==> src/rtl/bcd_pkg.sv <==
package bcd_pkg;
  localparam int DIG_W  = 4;
  localparam int BYTE_W = 2 * DIG_W;
  localparam int SDIG_W = DIG_W + 1;
  localparam int HIX_W  = DIG_W + 2;

  typedef struct packed {
    logic c;
    logic z;
    logic n;
    logic v;
  } flags_t;

  function automatic logic is_bcd(input logic [BYTE_W-1:0] x);
    return (x[BYTE_W-1:DIG_W] <= 4'd9) && (x[DIG_W-1:0] <= 4'd9);
  endfunction

  function automatic int dec_val(input logic [BYTE_W-1:0] x);
    return int'(x[BYTE_W-1:DIG_W]) * 10 + int'(x[DIG_W-1:0]);
  endfunction
endpackage

==> src/rtl/bcd_add_core.sv <==
module bcd_add_core
  import bcd_pkg::*;
(
  input  logic [BYTE_W-1:0] a_i,
  input  logic [BYTE_W-1:0] m_i,
  input  logic              carry_i,
  output logic [BYTE_W-1:0] res_o,
  output flags_t            flags_o
);
  logic [HIX_W-1:0]  lo_sum, hi_sum, hi_adj;
  logic              lo_big, hi_big;
  logic [DIG_W-1:0]  lo_dig, hi_dig;
  logic [BYTE_W-1:0] bin_sum;

  always_comb begin
    lo_sum  = HIX_W'(a_i[DIG_W-1:0]) + HIX_W'(m_i[DIG_W-1:0]) + HIX_W'(carry_i);
    lo_big  = lo_sum > HIX_W'(9);
    lo_dig  = lo_sum[DIG_W-1:0] + (lo_big ? 4'd6 : 4'd0);
    hi_sum  = HIX_W'(a_i[BYTE_W-1:DIG_W]) + HIX_W'(m_i[BYTE_W-1:DIG_W]) + HIX_W'(lo_big);
    hi_big  = hi_sum > HIX_W'(9);
    hi_adj  = hi_sum + (hi_big ? HIX_W'(6) : HIX_W'(0));
    hi_dig  = hi_adj[DIG_W-1:0];
    // zero is taken from the uncorrected binary sum
    bin_sum = a_i + m_i + BYTE_W'(carry_i);
    flags_o.z = (bin_sum == '0);
    // negative/overflow sampled before the high-digit adjust
    flags_o.n = hi_sum[DIG_W-1];
    flags_o.v = ~(a_i[BYTE_W-1] ^ m_i[BYTE_W-1]) & (a_i[BYTE_W-1] ^ hi_sum[DIG_W-1]);
    flags_o.c = hi_adj > HIX_W'(15);
    res_o     = {hi_dig, lo_dig};
  end
endmodule

==> src/rtl/bcd_sub_core.sv <==
module bcd_sub_core
  import bcd_pkg::*;
(
  input  logic [BYTE_W-1:0] a_i,
  input  logic [BYTE_W-1:0] m_i,
  input  logic              carry_i,
  output logic [BYTE_W-1:0] res_o,
  output flags_t            flags_o
);
  // range -16..15 fits a signed digit plus sign bit
  logic [SDIG_W-1:0] lo_raw, hi_raw;
  logic              lo_neg, hi_neg;
  logic [DIG_W-1:0]  lo_dig, hi_dig;

  always_comb begin
    lo_raw = SDIG_W'(a_i[DIG_W-1:0]) - SDIG_W'(m_i[DIG_W-1:0]) - SDIG_W'(1) + SDIG_W'(carry_i);
    lo_neg = lo_raw[SDIG_W-1];
    lo_dig = lo_raw[DIG_W-1:0] + (lo_neg ? 4'd10 : 4'd0);
    hi_raw = SDIG_W'(a_i[BYTE_W-1:DIG_W]) - SDIG_W'(m_i[BYTE_W-1:DIG_W]) - SDIG_W'(lo_neg);
    hi_neg = hi_raw[SDIG_W-1];
    hi_dig = hi_raw[DIG_W-1:0] + (hi_neg ? 4'd10 : 4'd0);
    res_o     = {hi_dig, lo_dig};
    flags_o.c = ~hi_neg;
    flags_o.n = hi_dig[DIG_W-1];
    flags_o.z = ({hi_dig, lo_dig} == '0);
    flags_o.v = (a_i[BYTE_W-1] ^ m_i[BYTE_W-1]) & (a_i[BYTE_W-1] ^ hi_dig[DIG_W-1]);
  end
endmodule

==> src/rtl/bcd_addsub.sv <==
module bcd_addsub
  import bcd_pkg::*;
(
  input  logic              clk_i,
  input  logic              rst_ni,
  input  logic [BYTE_W-1:0] a_i,
  input  logic [BYTE_W-1:0] m_i,
  input  logic              carry_i,
  input  logic              sub_i,
  output logic [BYTE_W-1:0] res_o,
  output logic              carry_o,
  output logic              zero_o,
  output logic              neg_o,
  output logic              ovf_o
);
  logic [BYTE_W-1:0] add_res, sub_res, res_d, res_q;
  flags_t            add_flg, sub_flg, flg_d, flg_q;

  bcd_add_core u_add (
    .a_i(a_i), .m_i(m_i), .carry_i(carry_i), .res_o(add_res), .flags_o(add_flg)
  );

  bcd_sub_core u_sub (
    .a_i(a_i), .m_i(m_i), .carry_i(carry_i), .res_o(sub_res), .flags_o(sub_flg)
  );

  assign res_d = sub_i ? sub_res : add_res;
  assign flg_d = sub_i ? sub_flg : add_flg;

  always_ff @(posedge clk_i or negedge rst_ni) begin
    if (!rst_ni) begin
      res_q <= '0;
      flg_q <= '0;
    end else begin
      res_q <= res_d;
      flg_q <= flg_d;
    end
  end

  assign res_o   = res_q;
  assign carry_o = flg_q.c;
  assign zero_o  = flg_q.z;
  assign neg_o   = flg_q.n;
  assign ovf_o   = flg_q.v;

  // add carry matches decimal sum for valid digits
  p_add_carry_r2: assert property (@(posedge clk_i) disable iff (!rst_ni)
    (!sub_i && is_bcd(a_i) && is_bcd(m_i)) |->
      (add_flg.c == (dec_val(a_i) + dec_val(m_i) + int'(carry_i) >= 100)));

  // add overflow only when operand signs agree
  p_add_ovf_r4: assert property (@(posedge clk_i) disable iff (!rst_ni)
    (!sub_i && add_flg.v) |-> (a_i[BYTE_W-1] == m_i[BYTE_W-1]));

  // subtract carry means no decimal borrow
  p_sub_carry_r6: assert property (@(posedge clk_i) disable iff (!rst_ni)
    (sub_i && is_bcd(a_i) && is_bcd(m_i)) |->
      (sub_flg.c == (dec_val(a_i) >= dec_val(m_i) + 1 - int'(carry_i))));

  // subtract overflow only when operand signs differ
  p_sub_ovf_r7: assert property (@(posedge clk_i) disable iff (!rst_ni)
    (sub_i && sub_flg.v) |-> (a_i[BYTE_W-1] != m_i[BYTE_W-1]));

  // valid digits in, valid digits out
  p_digits_valid_r8: assert property (@(posedge clk_i) disable iff (!rst_ni)
    (is_bcd(a_i) && is_bcd(m_i)) |-> is_bcd(res_d));

  // registered outputs follow the selected core by one cycle
  p_reg_latency_r9: assert property (@(posedge clk_i) disable iff (!rst_ni)
    $past(rst_ni) |-> (res_o == $past(sub_i ? sub_res : add_res)));
endmodule

==> config.mk <==
export PLATFORM = sky130hd
export DESIGN_NAME = bcd_addsub
export DESIGN_NICKNAME = d
export VERILOG_FILES = /design/src/rtl/bcd_pkg.sv /design/src/rtl/bcd_add_core.sv /design/src/rtl/bcd_sub_core.sv /design/src/rtl/bcd_addsub.sv
export SDC_FILE = /design/constraint.sdc
export NUM_CORES = 1
export LEC_CHECK = 0
export CAP_MARGIN = 20
export CORE_UTILIZATION = 30
export DETAILED_ROUTE_END_ITERATION = 10
export DONT_BUFFER_PORTS = 1
export HOLD_SLACK_MARGIN = 0.1
export PLACE_DENSITY = 0.55
export SLEW_MARGIN = 20
export SYNTH_ARGS = -nofsm -noshare
export SYNTH_HDL_FRONTEND = slang
export SYNTH_SLANG_ARGS = --single-unit
export TNS_END_PERCENT = 100
==> constraint.sdc <==
create_clock -name clk_i -period 0.8 [get_ports clk_i]
set_clock_uncertainty 0.05 [all_clocks]
set_input_delay 0.16 -clock clk_i [delete_from_list [all_inputs] [get_ports clk_i]]
set_output_delay 0.16 -clock clk_i [all_outputs]
set_load 0.005 [all_outputs]
==> impl_metrics.yaml, run 1 <==
global_routing:
  grt_pass1_vias: 1734
  antenna_found_initial: 0
  grt_pass1_wl_mm: 7.63
  overflow: 0
  grt_max_degree: 16
  track_usage: 0.147
clock_tree:
  htree_num_levels: 1
  cts-root-buf: "clkbuf_8"
  clock_path_buffers: 2
  ctsHoldBuffers: 1
  clk_pin_slew_ns: 0.05
  cts_tree: "done"
  numCtsBuffers: 3
  cts_sinks: 12
timing:
  finalCritPeriodShare: 4.64
  maxSlewHeadroom: 0.665
  hold_violations: 17
  fin_crit_ns: 3.71
  max_freq_mhz: 270
  max_slew.worst_pin.slew_ns: 0.502
  rsz0062_at_grt: "yes"
  setup_viol: 24
  finalMaxSlewViolations: 0
  worst_hold_slack_ns: -0.0992
  post-route-worst-setup-slack_ns: -2.91
synthesis:
  synth.net_count: 269
  netlist_instances: 210
  yosysUniqueCellTypes: 50
  synth-edff-count: 0
  syn_area_per_cell_um2: 8.94
  synth_flop_cell: "dfrtp_1"
  yosysSeqAreaShare: 0.160
  yosysWarnings: 0
  ys_ff_latch: 12
  synthArstFlopShare: 1.00
  synth_area_um2: 1880
worst_hold_path:
  worst_hold_path_type: "input port to async pin"
worst_setup_path:
  critPathKind: "input port to flop"
  required_ns: 0.87
  end_kind: "flop"
  cp.arrival_ns: 3.78
  crit_fanout: 4
  startpoint_type: "input port"
routing:
  routedWlPerCell_um: 13.1
  vias_per_cell: 4.80
  drt-initial-drc-count: 51
  vias: 1762
  drc: 0
  antenna_left: 0
  drtPass1Iterations: 4
  drt-total-wl_mm: 4.79
power:
  powerDensity_nw_per_um2: 1820
  p_leak_nw: 1.39
  vdd_drop_max_mv: 1.19
placed_design:
  dp_hpwl_mm: 3.77
  portBuffers: 0
  dpl.cell_count: 344
  place_congestion: 0.799
die:
  ioPinCount: 32
  dieArea_um2: 6580
  dieHeight_um: 81.1
  rows: 28
  start_util: 0.313
  core_um2: 5990
  die_w_um: 81.1
cells_and_area:
  antennaDiodeCount: 0
  multiInputGateArea_um2: 1800
  final_cells: 367
  drive_gt1_frac: 0.527
  n_fill_cell: 542
  register_area_um2: 300
  syn_to_final_growth_pct: 61.9
  final_nets: 352
run:
  cap_violations: 0
status:
  failed_checks: "negative hold slack, negative setup slack"
  status: "complete, but fails checks"
## power breakdown
group	switching, mW	total (mW)	leakage, nW	internal, mW
clock	0.202	0.635	0.0288	0.433
combinational	1.71	3.95	1.22	2.24
sequential	0.103	0.933	0.144	0.831
## flip-flops by register name, summed over array words and instances, names as in the netlist
signal / count
zero_o: 1
res_o: 8
ovf_o: 1
neg_o: 1
carry_o: 1
## critical path, cell delays in order
cell and delay, ns:
clkinvlp_4 0.08, ha_4 0.33, nor2b_2 0.07, or3_1 0.35, a21oi_2 0.21, nor2b_2 0.24
a21oi_4 0.08, o21a_1 0.24, ha_4 0.20, ha_4 0.17, nor3_2 0.16, a31oi_1 0.07
a2bb2oi_2 0.20, ha_4 0.18, fa_2 0.36, nor2_4 0.14, nand3_1 0.09, a21oi_1 0.12
o21ai_1 0.10, a31o_1 0.22
## synthesized netlist by cell type, types with 2 or more instances
cell       instances  area (µm²)
a21o_1             2        15.0
a21oi_1           13        65.1
and3_1             2        12.5
buf_4              2        15.0
dfrtp_1           12         300
fa_1               9         180
ha_1              30         375
inv_1             23        86.3
inv_2              2        7.51
mux2_2             3        33.8
mux2i_1            2        20.0
nand2_1            9        33.8
nand2b_1           5        31.3
nand3_1            4        20.0
nand4_1            3        18.8
nor2_1             9        33.8
nor2b_1            4        25.0
nor3_1             5        25.0
o2111ai_1          2        17.5
o21a_1             5        37.5
o21ai_0            8        40.0
o21ai_1            4        20.0
o22ai_1            2        12.5
o311a_1            2        20.0
or3_1              2        12.5
or4_1              2        15.0
xnor2_1           16         140
xnor2_2            2        32.5
xor2_1             5        43.8
## stage by stage
step / utilization / power [mW] / TNS [ns] / area, µm² / setup slack, ns
finish: 0.507 / 5.52 / -26.36 / 3040 / -2.91
floorplan: - / 2.98 / -28.04 / 2020 / -3.20
global placement: 0.427 / 4.01 / -29.62 / 2560 / -3.20
detailed placement: 0.427 / 4.05 / -30.03 / 2560 / -3.29
global route: 0.507 / 5.97 / -28.29 / 3040 / -3.06
CTS: 0.487 / 5.23 / -26.62 / 2920 / -2.89
## cell families after synthesis
kind of cell / share of synthesized area
xor gates and xnor gates: 0.130
adders and majority gates: 0.296
DFF: 0.160
and+or+nand+nor: 0.143
AOI/OAI and AO/OA: 0.176
buffers and inverters: 0.0660
muxes: 0.0287
## routing by layer
layer,share of wire,vias to the layer above,wire [µm],track usage
met5,0,-,0,0
met4,0,0,0,0.0214
met3,0.029,0,138,0.0124
met2,0.48,27,2290,0.244
met1,0.49,845,2360,0.211
li1,-,890,-,-
## layout by cell type, fill, tap and decap left out, drive strengths merged, types with 9 or more instances in the layout
master,n
fa,9
buf,81
nor2,10
a21oi,14
xnor2,19
ha,30
o21ai,12
nand2,9
inv,23
dfrtp,12
## final timing paths
check | endpoint | slack [ns] | from
hold / removal | zero_o | -0.1 | rst_ni
setup / recovery | carry_o | -2.91 | m_i[1]
min in group clk_i | res_o[4] | -0.05 | sub_i
max in group asynchronous | res_o[5] | 0.46 | rst_ni
## area by class of cell
| class | count | share of cell area |
|---|---|---|
| Tap cell | 75 | 0.0309 |
| Inverter | 25 | 0.0432 |
| Multi-Input combinational cell | 169 | 0.593 |
| Timing Repair Buffer | 82 | 0.215 |
| Sequential cell | 12 | 0.0988 |
| Clock buffer | 4 | 0.0181 |
## what timing repair did
action,4_1_cts,5_1_grt
pin swaps,22,20
endpoints found under the setup margin,24,36
buffers inserted,16,5
endpoints found under the hold margin,22,22
gates resized for setup,33,23
(Power assumes the default switching activity.)
==> inputs of run 2 (changes only) <==
- CORE_MARGIN: not set -> 2
==> impl_metrics.yaml, run 2 (synthesis gave the netlist of run 1 again) <==
routing:
  drc: 0
  antenna_left: 0
  vias_per_cell: 4.66
  routedWlPerCell_um: 12.5
  drt-initial-drc-count: 76
  drtPass1Iterations: 4
  drt-total-wl_mm: 4.60
  vias: 1715
placed_design:
  placed_area_um2: 2570
  portBuffers: 0
  dp_hpwl_mm: 3.70
  place_congestion: 0.757
timing:
  finalCritPeriodShare: 4.67
  rsz0062_at_grt: "yes"
  setup_viol: 24
  finalSetupTns_ns: -26.04
  finalMaxSlewViolations: 0
  hold_violations: 17
  fin_crit_ns: 3.74
  worst_hold_slack_ns: -0.0856
  maxSlewHeadroom: 0.657
  post-route-worst-setup-slack_ns: -2.94
  max_slew.worst_pin.slew_ns: 0.514
  max_freq_mhz: 268
clock_tree:
  ctsHoldBuffers: 1
  cts-root-buf: "clkbuf_8"
  clk_pin_slew_ns: 0.05
  clock_path_buffers: 2
  cts_sinks: 12
  htree_num_levels: 1
  cts_tree: "done"
  numCtsBuffers: 3
status:
  failed_checks: "negative hold slack, negative setup slack"
  status: "complete, but fails checks"
cells_and_area:
  final_cell_mix: "buf_4 (81), ha_1 (20), inv_1 (16)"
  drive_gt1_frac: 0.512
  largest_reg_flops: 8
  design_area_um2: 2980
  final_nets: 354
  antennaDiodeCount: 0
  syn_to_final_growth_pct: 58.6
  final_common_cell: "buf_4"
worst_setup_path:
  crit_path_top_delay_cell: "fa_1"
  cp.arrival_ns: 3.82
  path_cells: "clkinv_16, fa_2, inv_2, fa_2, a21o_1, a21oi_2, inv_2, fa_1, ha_2, nor2_4, fa_2, nand2_2, a21oi_4, xnor2_2, inv_2, ha_4, ha_4, xor2_4, xnor2_2, xnor2_2, nand4_1, o32ai_2"
  crit_buf_inv: 4
  crit_fanout: 4
  cp_top_family: "adder cells"
  required_ns: 0.88
  startpoint_type: "input port"
  critPathKind: "input port to flop"
  end_kind: "flop"
  cp_slowest_stage_delay_ns: 0.51
power:
  pwr-share-clk: 0.098
  p_comb_frac: 0.722
  power_frac_seq: 0.181
  p_leak_nw: 1.38
  switching_share: 0.370
  switchingPower_mw: 1.92
  p_int_mw: 3.27
  powerDensity_nw_per_um2: 1750
  vdd_drop_max_mv: 1.27
die:
  start_util: 0.313
  die_w_um: 83.1
  core_um2: 5990
  dieArea_um2: 6900
  ioPinCount: 32
  rows: 28
  dieHeight_um: 83.1
global_routing:
  grt_pass1_vias: 1764
  antenna_found_initial: 0
  grt_max_degree: 16
  overflow: 0
  grt_pass1_wl_mm: 7.92
  track_usage: 0.134
worst_hold_path:
  worst_hold_path_type: "input port to async pin"
run:
  cap_violations: 0
-- run 2: layout make-up --
class                   count  area, µm²
multi-input cells         169       1770
inverters                  25        128
clock buffers               3       41.3
flip-flops and latches     12        300
well taps                  75       93.8
repair buffers             84        643
fillers                   531       3010
-- run 2: final timing paths --
check                      cells after the start   start  slack (ns)  endpoint
min in group clk_i                             1   sub_i       -0.04  res_o[4]
setup / recovery                              22  a_i[0]       -2.94    zero_o
max in group asynchronous                      1  rst_ni        0.44  res_o[0]
hold / removal                                 1  rst_ni       -0.09  res_o[5]
-- run 2: stage by stage --
stage               setup WS [ns]   util  cells  power [mW]
floorplan                   -3.20      -    210        2.98
global placement            -3.20  0.429    345        4.00
detailed placement          -3.30  0.429    345        4.02
CTS                         -2.92  0.481    368        4.98
global route                -3.11  0.497    368        5.64
finish                      -2.94  0.497    368        5.20
-- run 2: power groups by stage --
| stage | Combinational (mW) | Sequential [mW] | Clock [mW] |
|---|---|---|---|
| after CTS | 3.51 | 0.945 | 0.526 |
| after global placement | 3.05 | 0.948 | 0 |
| after global routing | 4.13 | 0.959 | 0.553 |
| after floorplan | 2.05 | 0.927 | 0 |
| final | 3.75 | 0.939 | 0.507 |
| after detailed placement | 3.07 | 0.956 | 0 |
-- run 2: metal layers --
layer / vias to the layer above / track usage / wire [µm]
met1: 801 / 0.194 / 2360
met2: 25 / 0.219 / 2100
li1: 889 / - / -
met5: - / 0 / 0
met4: 0 / 0.0179 / 0
met3: 0 / 0.0159 / 137
-- run 2: repair_timing --
action,CTS,global route
endpoints found under the hold margin,22,22
setup buffers,19,1
endpoints found under the setup margin,24,36
pin swaps,21,8
gates resized for setup,21,18
==> inputs of run 3 (changes only) <==
- ABC_AREA: not set -> 1
- GPL_ROUTABILITY_DRIVEN: not set -> 0
- clock period: 0.8 -> 3.55 ns (I/O delays scaled with it)
==> impl_metrics.yaml, run 3 <==
clock_tree:
  numCtsBuffers: 3
  cts_sinks: 12
  clock_path_buffers: 2
  cts_tree: "done"
  ctsHoldBuffers: 0
  cts-root-buf: "clkbuf_8"
  htree_num_levels: 1
  clk_pin_slew_ns: 0.05
cells_and_area:
  final_cells: 407
  final_nets: 393
  final_cell_mix: "buf_4 (67), nand2_1 (57), inv_1 (32)"
  drive_gt1_frac: 0.440
  antennaDiodeCount: 0
  multiInputGateArea_um2: 1620
  register_area_um2: 300
  n_fill_cell: 579
  largest_reg_flops: 8
  syn_to_final_growth_pct: 49.6
  final_common_cell: "buf_4"
timing:
  max_freq_mhz: 236
  rsz0062_at_grt: "yes"
  max_slew.worst_pin.slew_ns: 0.310
  finalCritPeriodShare: 1.19
  fin_crit_ns: 4.23
  finalMaxSlewViolations: 0
  post-route-worst-setup-slack_ns: -0.684
  setup_viol: 7
  maxSlewHeadroom: 0.792
  hold_violations: 0
  worst_hold_slack_ns: 0.115
status:
  failed_checks: "negative setup slack"
  status: "complete, but fails checks"
synthesis:
  synth_flop_cell: "dfrtp_1"
  synth-adder-area-share: 0.293
  netlist_instances: 263
  yosysSeqAreaShare: 0.159
  syn_area_per_cell_um2: 7.20
  synth_commonest_cells: "nand2_1 (68), inv_1 (44), ha_1 (30)"
  synth_area_leaders: "ha_1 (20%), dfrtp_1 (16%), nand2_1 (13%)"
  synthArstFlopShare: 1.00
  synth_top_area_frac: 0.198
  yosysWarnings: 0
  synth_mux_area_frac: 0
  synth_xor_area_frac: 0.0733
  yosysUniqueCellTypes: 32
  synth_top_family_by_area: "simple AND/OR/NAND/NOR gates"
  yosys.area_share.simple: 0.304
  synth_compound_area_frac: 0.0614
  yosysMostFrequentCell: "nand2_1"
  synth_area_um2: 1890
  ys_ff_latch: 12
  yosys.area.top_type: "ha_1"
  synth.net_count: 322
  synth-edff-count: 0
placed_design:
  portBuffers: 0
  dpl.cell_count: 368
  dp_hpwl_mm: 3.61
global_routing:
  grt_pass1_vias: 1761
  track_usage: 0.135
  overflow: 0
  grt_max_degree: 13
  grt_pass1_wl_mm: 7.87
  antenna_found_initial: 0
power:
  p_leak_nw: 1.46
  vdd_drop_max_mv: 0.345
  powerDensity_nw_per_um2: 385
  fin_total_pwr_mw: 1.09
worst_hold_path:
  worst_hold_path_type: "input port to async pin"
routing:
  drc: 0
  vias_per_cell: 4.48
  vias: 1822
  routedWlPerCell_um: 11.8
  drt-initial-drc-count: 65
  drtPass1Iterations: 4
  drt-total-wl_mm: 4.79
  antenna_left: 0
die:
  dieArea_um2: 6970
  dieHeight_um: 83.5
  rows: 28
  die_w_um: 83.5
  start_util: 0.314
  ioPinCount: 32
  core_um2: 6030
worst_setup_path:
  cp.arrival_ns: 4.30
  startpoint_type: "input port"
  crit_fanout: 4
  critPathKind: "input port to flop"
  end_kind: "flop"
  required_ns: 3.62
run:
  cap_violations: 0
run 3: timing repair:
item / 4_1_cts / 5_1_grt
gates resized for setup: 12 / 29
pin swaps: 22 / 24
endpoints found under the setup margin: 7 / 8
buffers inserted: 30 / 6
run 3: layout make-up:
cell class | instances | area share
clock buffer | 3 | 0.0146
timing repair buffer | 68 | 0.181
sequential | 12 | 0.106
inverter | 51 | 0.0918
tap | 75 | 0.0331
multi-input combinational | 198 | 0.573
run 3: worst paths after layout:
path	start	end	slack, ns
worst max-delay path	a_i[0]	res_o[7]	-0.68
max in group asynchronous	rst_ni	res_o[7]	3.27
worst min-delay path	rst_ni	zero_o	0.11
min in group clk_i	sub_i	neg_o	0.50
run 3: cells by family after synthesis:
group / Yosys count
AO/OA/AOI/OAI: 18
XOR/XNOR: 15
buffers and inverters: 53
flip-flops: 12
AND/OR/NAND/NOR: 126
adder cells (fa/ha/maj): 39
run 3: metal layers:
metal	global-route usage	up-vias	wire length (µm)
met2	0.213	45	2160
met5	0	-	0
met1	0.186	812	2250
li1	-	954	-
met4	0.0484	0	114
met3	0.0218	11	261
run 3: critical path: stages:
cell	delay [ns]
clkinv_16	0.02
fa_2	0.18
inv_2	0.04
fa_2	0.34
a21oi_2	0.16
o21ai_2	0.08
fa_1	0.50
inv_1	0.07
ha_2	0.16
inv_2	0.03
nand2_2	0.07
inv_2	0.04
fa_2	0.33
nand2_2	0.07
a21oi_2	0.06
xnor2_1	0.20
inv_1	0.11
ha_4	0.17
ha_4	0.14
xor2_1	0.14
or2_1	0.24
nand3_2	0.11
nand2_4	0.06
buf_4	0.13
nand2_2	0.06
nand2_1	0.06
run 3: per-stage QoR:
step                      setup slack [ns]  cell area, µm²  utilization  setup TNS, ns
final                               -0.684            2830        0.470          -3.23
after global routing                -0.889            2830        0.470          -4.60
after CTS                           -0.613            2680        0.445          -2.79
after detailed placement             -1.04            2380        0.394          -5.50
after global placement              -0.939            2380        0.394          -5.08
after floorplan                     -0.871            2060            -          -4.25
run 3: power breakdown:
part           total, mW  switching [mW]  internal (mW)
combinational      0.770           0.371          0.399
clock              0.118          0.0441         0.0742
sequential         0.202          0.0197          0.182
total               1.09           0.435          0.655
